--- src/rtl/dma_desc_pkg.sv ---
package dma_desc_pkg;
  localparam int HOST_W  = 64;
  localparam int LOC_W   = 31;
  localparam int SIZE_W  = 15;
  localparam int CNT_W   = 12;
  localparam int DESC_W  = 256;
  // command word bit positions (decoded by the engine)
  localparam int CMD_UP  = 32;
  localparam int CMD_IRQ = 37;
  localparam int CMD_B64 = 40;
  localparam int CMD_CNT = 16;
  // pitch word bit positions
  localparam int PIT_HOST = 32;
  localparam int PIT_LOC  = 48;

  typedef struct packed {
    logic [HOST_W-1:0] host;
    logic [LOC_W-1:0]  loc;
    logic [SIZE_W-1:0] pitch;
    logic [CNT_W-1:0]  cnt;
    logic [SIZE_W-1:0] size;
    logic              up;
    logic              irq;
    logic              b64;
  } desc_fields_t;

  typedef enum logic [1:0] {ST_IDLE, ST_MAIN, ST_REM} bld_state_e;
endpackage

--- src/rtl/dma_desc_split.sv ---
module dma_desc_split
  import dma_desc_pkg::*;
#(
  parameter int LEN_W      = 24,
  parameter int LINE_BYTES = 28672
) (
  input  logic [LEN_W-1:0]  len_i,
  output logic              long_o,
  output logic [CNT_W-1:0]  cnt_o,
  output logic [LEN_W-1:0]  adv_o,
  output logic [SIZE_W-1:0] rem_o
);
  localparam int SIZE_MAX = (1 << SIZE_W) - 1;

  logic [LEN_W-1:0] quot;

  assign quot   = len_i / LEN_W'(LINE_BYTES);
  assign adv_o  = LEN_W'(quot * LEN_W'(LINE_BYTES));
  assign cnt_o  = quot[CNT_W-1:0];
  assign rem_o  = SIZE_W'(len_i - adv_o);
  assign long_o = len_i > LEN_W'(SIZE_MAX);
endmodule

--- src/rtl/dma_desc_pack.sv ---
module dma_desc_pack
  import dma_desc_pkg::*;
(
  input  desc_fields_t      fld_i,
  output logic [DESC_W-1:0] desc_o
);
  logic [63:0] pitch_w, cmd_w;

  always_comb begin
    pitch_w = '0;
    pitch_w[LOC_W-1:0]                = fld_i.loc;
    pitch_w[PIT_HOST +: SIZE_W]       = fld_i.pitch;
    pitch_w[PIT_LOC  +: SIZE_W]       = fld_i.pitch;
    cmd_w = '0;
    cmd_w[SIZE_W-1:0]                 = fld_i.size;
    cmd_w[CMD_CNT +: CNT_W]           = fld_i.cnt;
    cmd_w[CMD_UP]                     = fld_i.up;
    cmd_w[CMD_IRQ]                    = fld_i.irq;
    cmd_w[CMD_B64]                    = fld_i.b64;
  end

  assign desc_o = {64'd0, cmd_w, pitch_w, fld_i.host};
endmodule

--- src/rtl/dma_desc_builder.sv ---
module dma_desc_builder
  import dma_desc_pkg::*;
#(
  parameter int LEN_W      = 24,
  parameter int LINE_BYTES = 28672
) (
  input  logic              clk_i,
  input  logic              rst_ni,
  input  logic              req_valid_i,
  output logic              req_ready_o,
  input  logic [63:0]       req_host_addr_i,
  input  logic [30:0]       req_local_addr_i,
  input  logic [LEN_W-1:0]  req_len_i,
  input  logic              req_upstream_i,
  output logic              desc_valid_o,
  input  logic              desc_ready_i,
  output logic [255:0]      desc_o,
  output logic              desc_last_o,
  output logic              err_o
);
  bld_state_e        state_q;
  logic [HOST_W-1:0] host_q;
  logic [LOC_W-1:0]  loc_q;
  logic [LEN_W-1:0]  len_q;
  logic              up_q, b64_q, err_q;

  logic              is_long, has_rem;
  logic [CNT_W-1:0]  cnt;
  logic [LEN_W-1:0]  adv;
  logic [SIZE_W-1:0] rem;
  logic [31:0]       end_hi;
  desc_fields_t      main_f, rem_f;
  logic [DESC_W-1:0] main_d, rem_d;

  assign end_hi = 32'((req_host_addr_i + HOST_W'(req_len_i)) >> 32);

  always_ff @(posedge clk_i or negedge rst_ni) begin
    if (!rst_ni) begin
      state_q <= ST_IDLE;
      host_q  <= '0;
      loc_q   <= '0;
      len_q   <= '0;
      up_q    <= 1'b0;
      b64_q   <= 1'b0;
      err_q   <= 1'b0;
    end else begin
      err_q <= 1'b0;
      unique case (state_q)
        ST_IDLE: if (req_valid_i) begin
          if (req_len_i == '0) begin
            err_q <= 1'b1;
          end else begin
            host_q  <= req_host_addr_i;
            loc_q   <= req_local_addr_i;
            len_q   <= req_len_i;
            up_q    <= req_upstream_i;
            b64_q   <= (req_host_addr_i[63:32] != '0) || (end_hi != '0);
            state_q <= ST_MAIN;
          end
        end
        ST_MAIN: if (desc_ready_i) state_q <= has_rem ? ST_REM : ST_IDLE;
        ST_REM:  if (desc_ready_i) state_q <= ST_IDLE;
        default: state_q <= ST_IDLE;
      endcase
    end
  end

  dma_desc_split #(.LEN_W(LEN_W), .LINE_BYTES(LINE_BYTES)) u_split (
    .len_i  (len_q),
    .long_o (is_long),
    .cnt_o  (cnt),
    .adv_o  (adv),
    .rem_o  (rem)
  );

  assign has_rem = is_long && (rem != '0);

  always_comb begin
    main_f.host  = host_q;
    main_f.loc   = loc_q;
    main_f.pitch = is_long ? SIZE_W'(LINE_BYTES) : SIZE_W'(1);
    main_f.cnt   = is_long ? cnt : CNT_W'(1);
    main_f.size  = is_long ? SIZE_W'(LINE_BYTES) : len_q[SIZE_W-1:0];
    main_f.up    = up_q;
    main_f.irq   = !has_rem;
    main_f.b64   = b64_q;

    rem_f.host   = host_q + HOST_W'(adv);
    rem_f.loc    = loc_q + LOC_W'(adv);
    rem_f.pitch  = SIZE_W'(1);
    rem_f.cnt    = CNT_W'(1);
    rem_f.size   = rem;
    rem_f.up     = up_q;
    rem_f.irq    = 1'b1;
    rem_f.b64    = b64_q;
  end

  dma_desc_pack u_pack_main (.fld_i(main_f), .desc_o(main_d));
  dma_desc_pack u_pack_rem  (.fld_i(rem_f),  .desc_o(rem_d));

  assign req_ready_o  = (state_q == ST_IDLE);
  assign desc_valid_o = (state_q != ST_IDLE);
  assign desc_last_o  = (state_q == ST_REM) || !has_rem;
  assign desc_o       = (state_q == ST_REM) ? rem_d : main_d;
  assign err_o        = err_q;
endmodule

--- config.mk ---
export PLATFORM = sky130hd
export DESIGN_NAME = dma_desc_builder
export DESIGN_NICKNAME = d
export VERILOG_FILES = /design/src/rtl/dma_desc_pkg.sv /design/src/rtl/dma_desc_split.sv /design/src/rtl/dma_desc_pack.sv /design/src/rtl/dma_desc_builder.sv
export SDC_FILE = /design/constraint.sdc
export NUM_CORES = 1
export LEC_CHECK = 0
export ABC_AREA = 1
export BUFFER_PORTS_ARGS = -buffer_cell sky130_fd_sc_hd__buf_2
export CAP_MARGIN = 20
export CORE_AREA = 2 2 150 152
export DETAILED_ROUTE_END_ITERATION = 10
export DIE_AREA = 0 0 152 154
export HOLD_SLACK_MARGIN = 0.15
export PLACE_DENSITY = 0.77
export SYNTH_ARGS = -nofsm -noshare
export SYNTH_HDL_FRONTEND = slang
export SYNTH_SLANG_ARGS = --single-unit
--- constraint.sdc ---
create_clock -name clk_i -period 11.5 [get_ports clk_i]
set_clock_uncertainty 0.05 [all_clocks]
set_input_delay 2.3 -clock clk_i [delete_from_list [all_inputs] [get_ports clk_i]]
set_output_delay 2.3 -clock clk_i [all_outputs]
set_load 0.05 [all_outputs]
==> results.ini <==
[run_status]
status = finished clean

[drt]
wire_per_inst_um = 14.4
drt-vias-per-instance = 4.96
routed-via-count = 9642
postRouteAntennaNets = 0
drt-initial-drc-count = 561
remaining_drc_errors = 0
finalWirelength_um = 28100
dr.pass1.iters = 6

[clock_tree]
numCtsBuffers = 17
holdBufCountCts = 0
clockBufferDepth = 2
cts_root_buf = clkbuf_16
cts_max_level = 4
cts_sinks = 124
cts_tree = done
insertion_delay_ns = 0.42
path_clk_slew_ns = 0.06

[sta]
hold_viol_final = 0
fin_crit_ns = 10.76
max_freq_mhz = 92.9
period_share_pct = 93.6
setup-violations-final = 0
slew_violations = 0
tightest_slew_ns = 0.933
timing.hold.ws_ns = 0.429
maxSlewHeadroom_pct = 37.8

[flow_run]
maxCapViolations = 0

[finish]
drive_above_1_share_pct = 21.8
fillers = 2100
utilization_pct = 54.8
nNetsFinal = 1844
postLayoutCellArea_mm2 = 0.0119
area_delta_synth_final_pct = 15.3

[min_path]
hp-start = loc_q[6]
min_path_type = register to register
hold_path_depth = 2
whs_endpoint = loc_q[6]

[die]
start_util_pct = 47.5
die_x_um = 152
die_area_mm2 = 0.0234
num_rows = 54
io_pins = 384
coreArea_mm2 = 0.0217
die_y_um = 154

[grt]
antenna_found_initial = 5
grt_pass1_vias = 9089
grt_pass1_wl_um = 44300
grtUsageTotal_pct = 23.1
grt-ovfl-total = 0
grt_max_degree = 88

[setup_path]
path_delay_family = simple AND/OR/NAND/NOR gates
regToRegSetupSlack_ns = 6.16
path_class = register to primary output
r2r_end = state_q[1]
path_buf_inv = 10
reg2reg_depth = 38
arrival_ns = 8.41
timing.critical_path.mode_cell = nand2_1
r2r-start = len_q[23]
critPathRequiredTime_ns = 9.15
cp_max_fo = 7
cp-end-kind = primary output
cpPeakStageDelay_ns = 0.43
crit_path_top_delay_cell = dfrtp_2
crit_path_start_kind = register

[yosys]
netlist.area_leader.share_pct = 30.1
synth_top_cell_by_area = dfrtp_1
synth_most_common_cell = nand2_1
synth.area.top_cells = dfrtp_1, nand2_1, buf_4
syn_inst = 1425
synth_edf_count = 0
synth_cell_type_count = 44
syn_area_mm2 = 0.0103
synth_top_flop_cell = dfrtp_1
ys_async_sr_fraction_pct = 100
synth_seq_cells = 124
synth_top_cells_by_count = nand2_1, buf_4, inv_1
syn_area_per_cell_um2 = 7.23
yosys_warnings = 0
seq_area_frac_synth_pct = 30.1

[placement]
gp_congestion = 0.929
placed_area_mm2 = 0.0111
hpwlAfterDp_um = 21800
port_buffers = 258

## sequential cells by signal, indices dropped and copies added (netlist names)
signal / count
state_q: 2
host_q: 64
b64_q: 1
err_o: 1
len_q: 24
loc_q: 31
up_q: 1
## kinds of logic after synthesis
logic type	synth area share, %
AO/OA/AOI/OAI	8.48
buffers and inverters	18.4
XOR/XNOR	5.95
adder cells (fa/ha/maj)	9.81
flip-flops	30.1
AND/OR/NAND/NOR	27.2
other	0.0364
## placed cells by master (no fill, tap or decap), types with 19 or more instances in the layout
master	count
nand2_1	441
o21ai_0	79
nor3_1	25
nor4_1	19
nor2_1	75
dfrtp_1	121
buf_2	255
a21oi_1	41
nand4_1	25
xor2_1	42
nand3_1	29
inv_1	145
ha_1	60
conb_1	125
xnor2_1	28
## worst register-to-register path, delay by kind of cell, from the launching register on
kind | cells | cell delay (ns)
AOI/OAI and AO/OA | 5 | 0.82
xor gates and xnor gates | 2 | 0.38
adders and majority gates | 2 | 0.82
buffers and inverters | 5 | 0.36
DFF | 1 | 0.43
and+or+nand+nor | 24 | 2.40
## worst max path at each step
stage,start,to,slack [ns],depth (start not counted)
6_report,len_q[23],desc_o[59],0.74,58
2_1_floorplan,len_q[21],desc_o[59],1.35,55
3_3_place_gp,len_q[21],desc_o[59],1.13,55
4_1_cts,len_q[23],desc_o[59],0.34,56
3_5_place_dp,len_q[23],desc_o[59],0.83,56
5_1_grt,len_q[23],desc_o[59],-0.03,57
## stage by stage
step	setup WS, ns	cells	setup TNS, ns
2_1_floorplan	1.35	1549	0
3_3_place_gp	1.13	1900	0
3_5_place_dp	0.827	1900	0
4_1_cts	0.344	1932	0
5_1_grt	-0.0345	1942	-0.0403
6_report	0.736	1944	0
## cell type report
class                           count  area [um^2]  area share [%]
Sequential cell                   124         3110            26.2
Multi-Input combinational cell   1079         5810            48.9
Timing Repair Buffer              272         1420            12.0
Inverter                          153          581            4.89
Antenna cell                        4         10.0          0.0843
Tap cell                          280          350            2.95
Clock buffer                       19          453            3.81
Clock inverter                     13          140            1.18
## per-layer routing
metal	vias to the layer above	share of wire, %	global-route usage [%]
li1	4701	-	-
met1	4484	43	30.1
met2	396	48	38.7
met3	59	6.1	4.11
met4	2	2.8	8.46
met5	-	0.046	0
## what timing repair did
item                                    4_1_cts  5_1_grt
resized for setup                             0       15
setup buffers                                 0        7
endpoints found under the setup margin        0       12
Power is left out: the tool's default activity adds up to more than one toggle a clock period on the data nets, which glitch-free logic cannot reach.
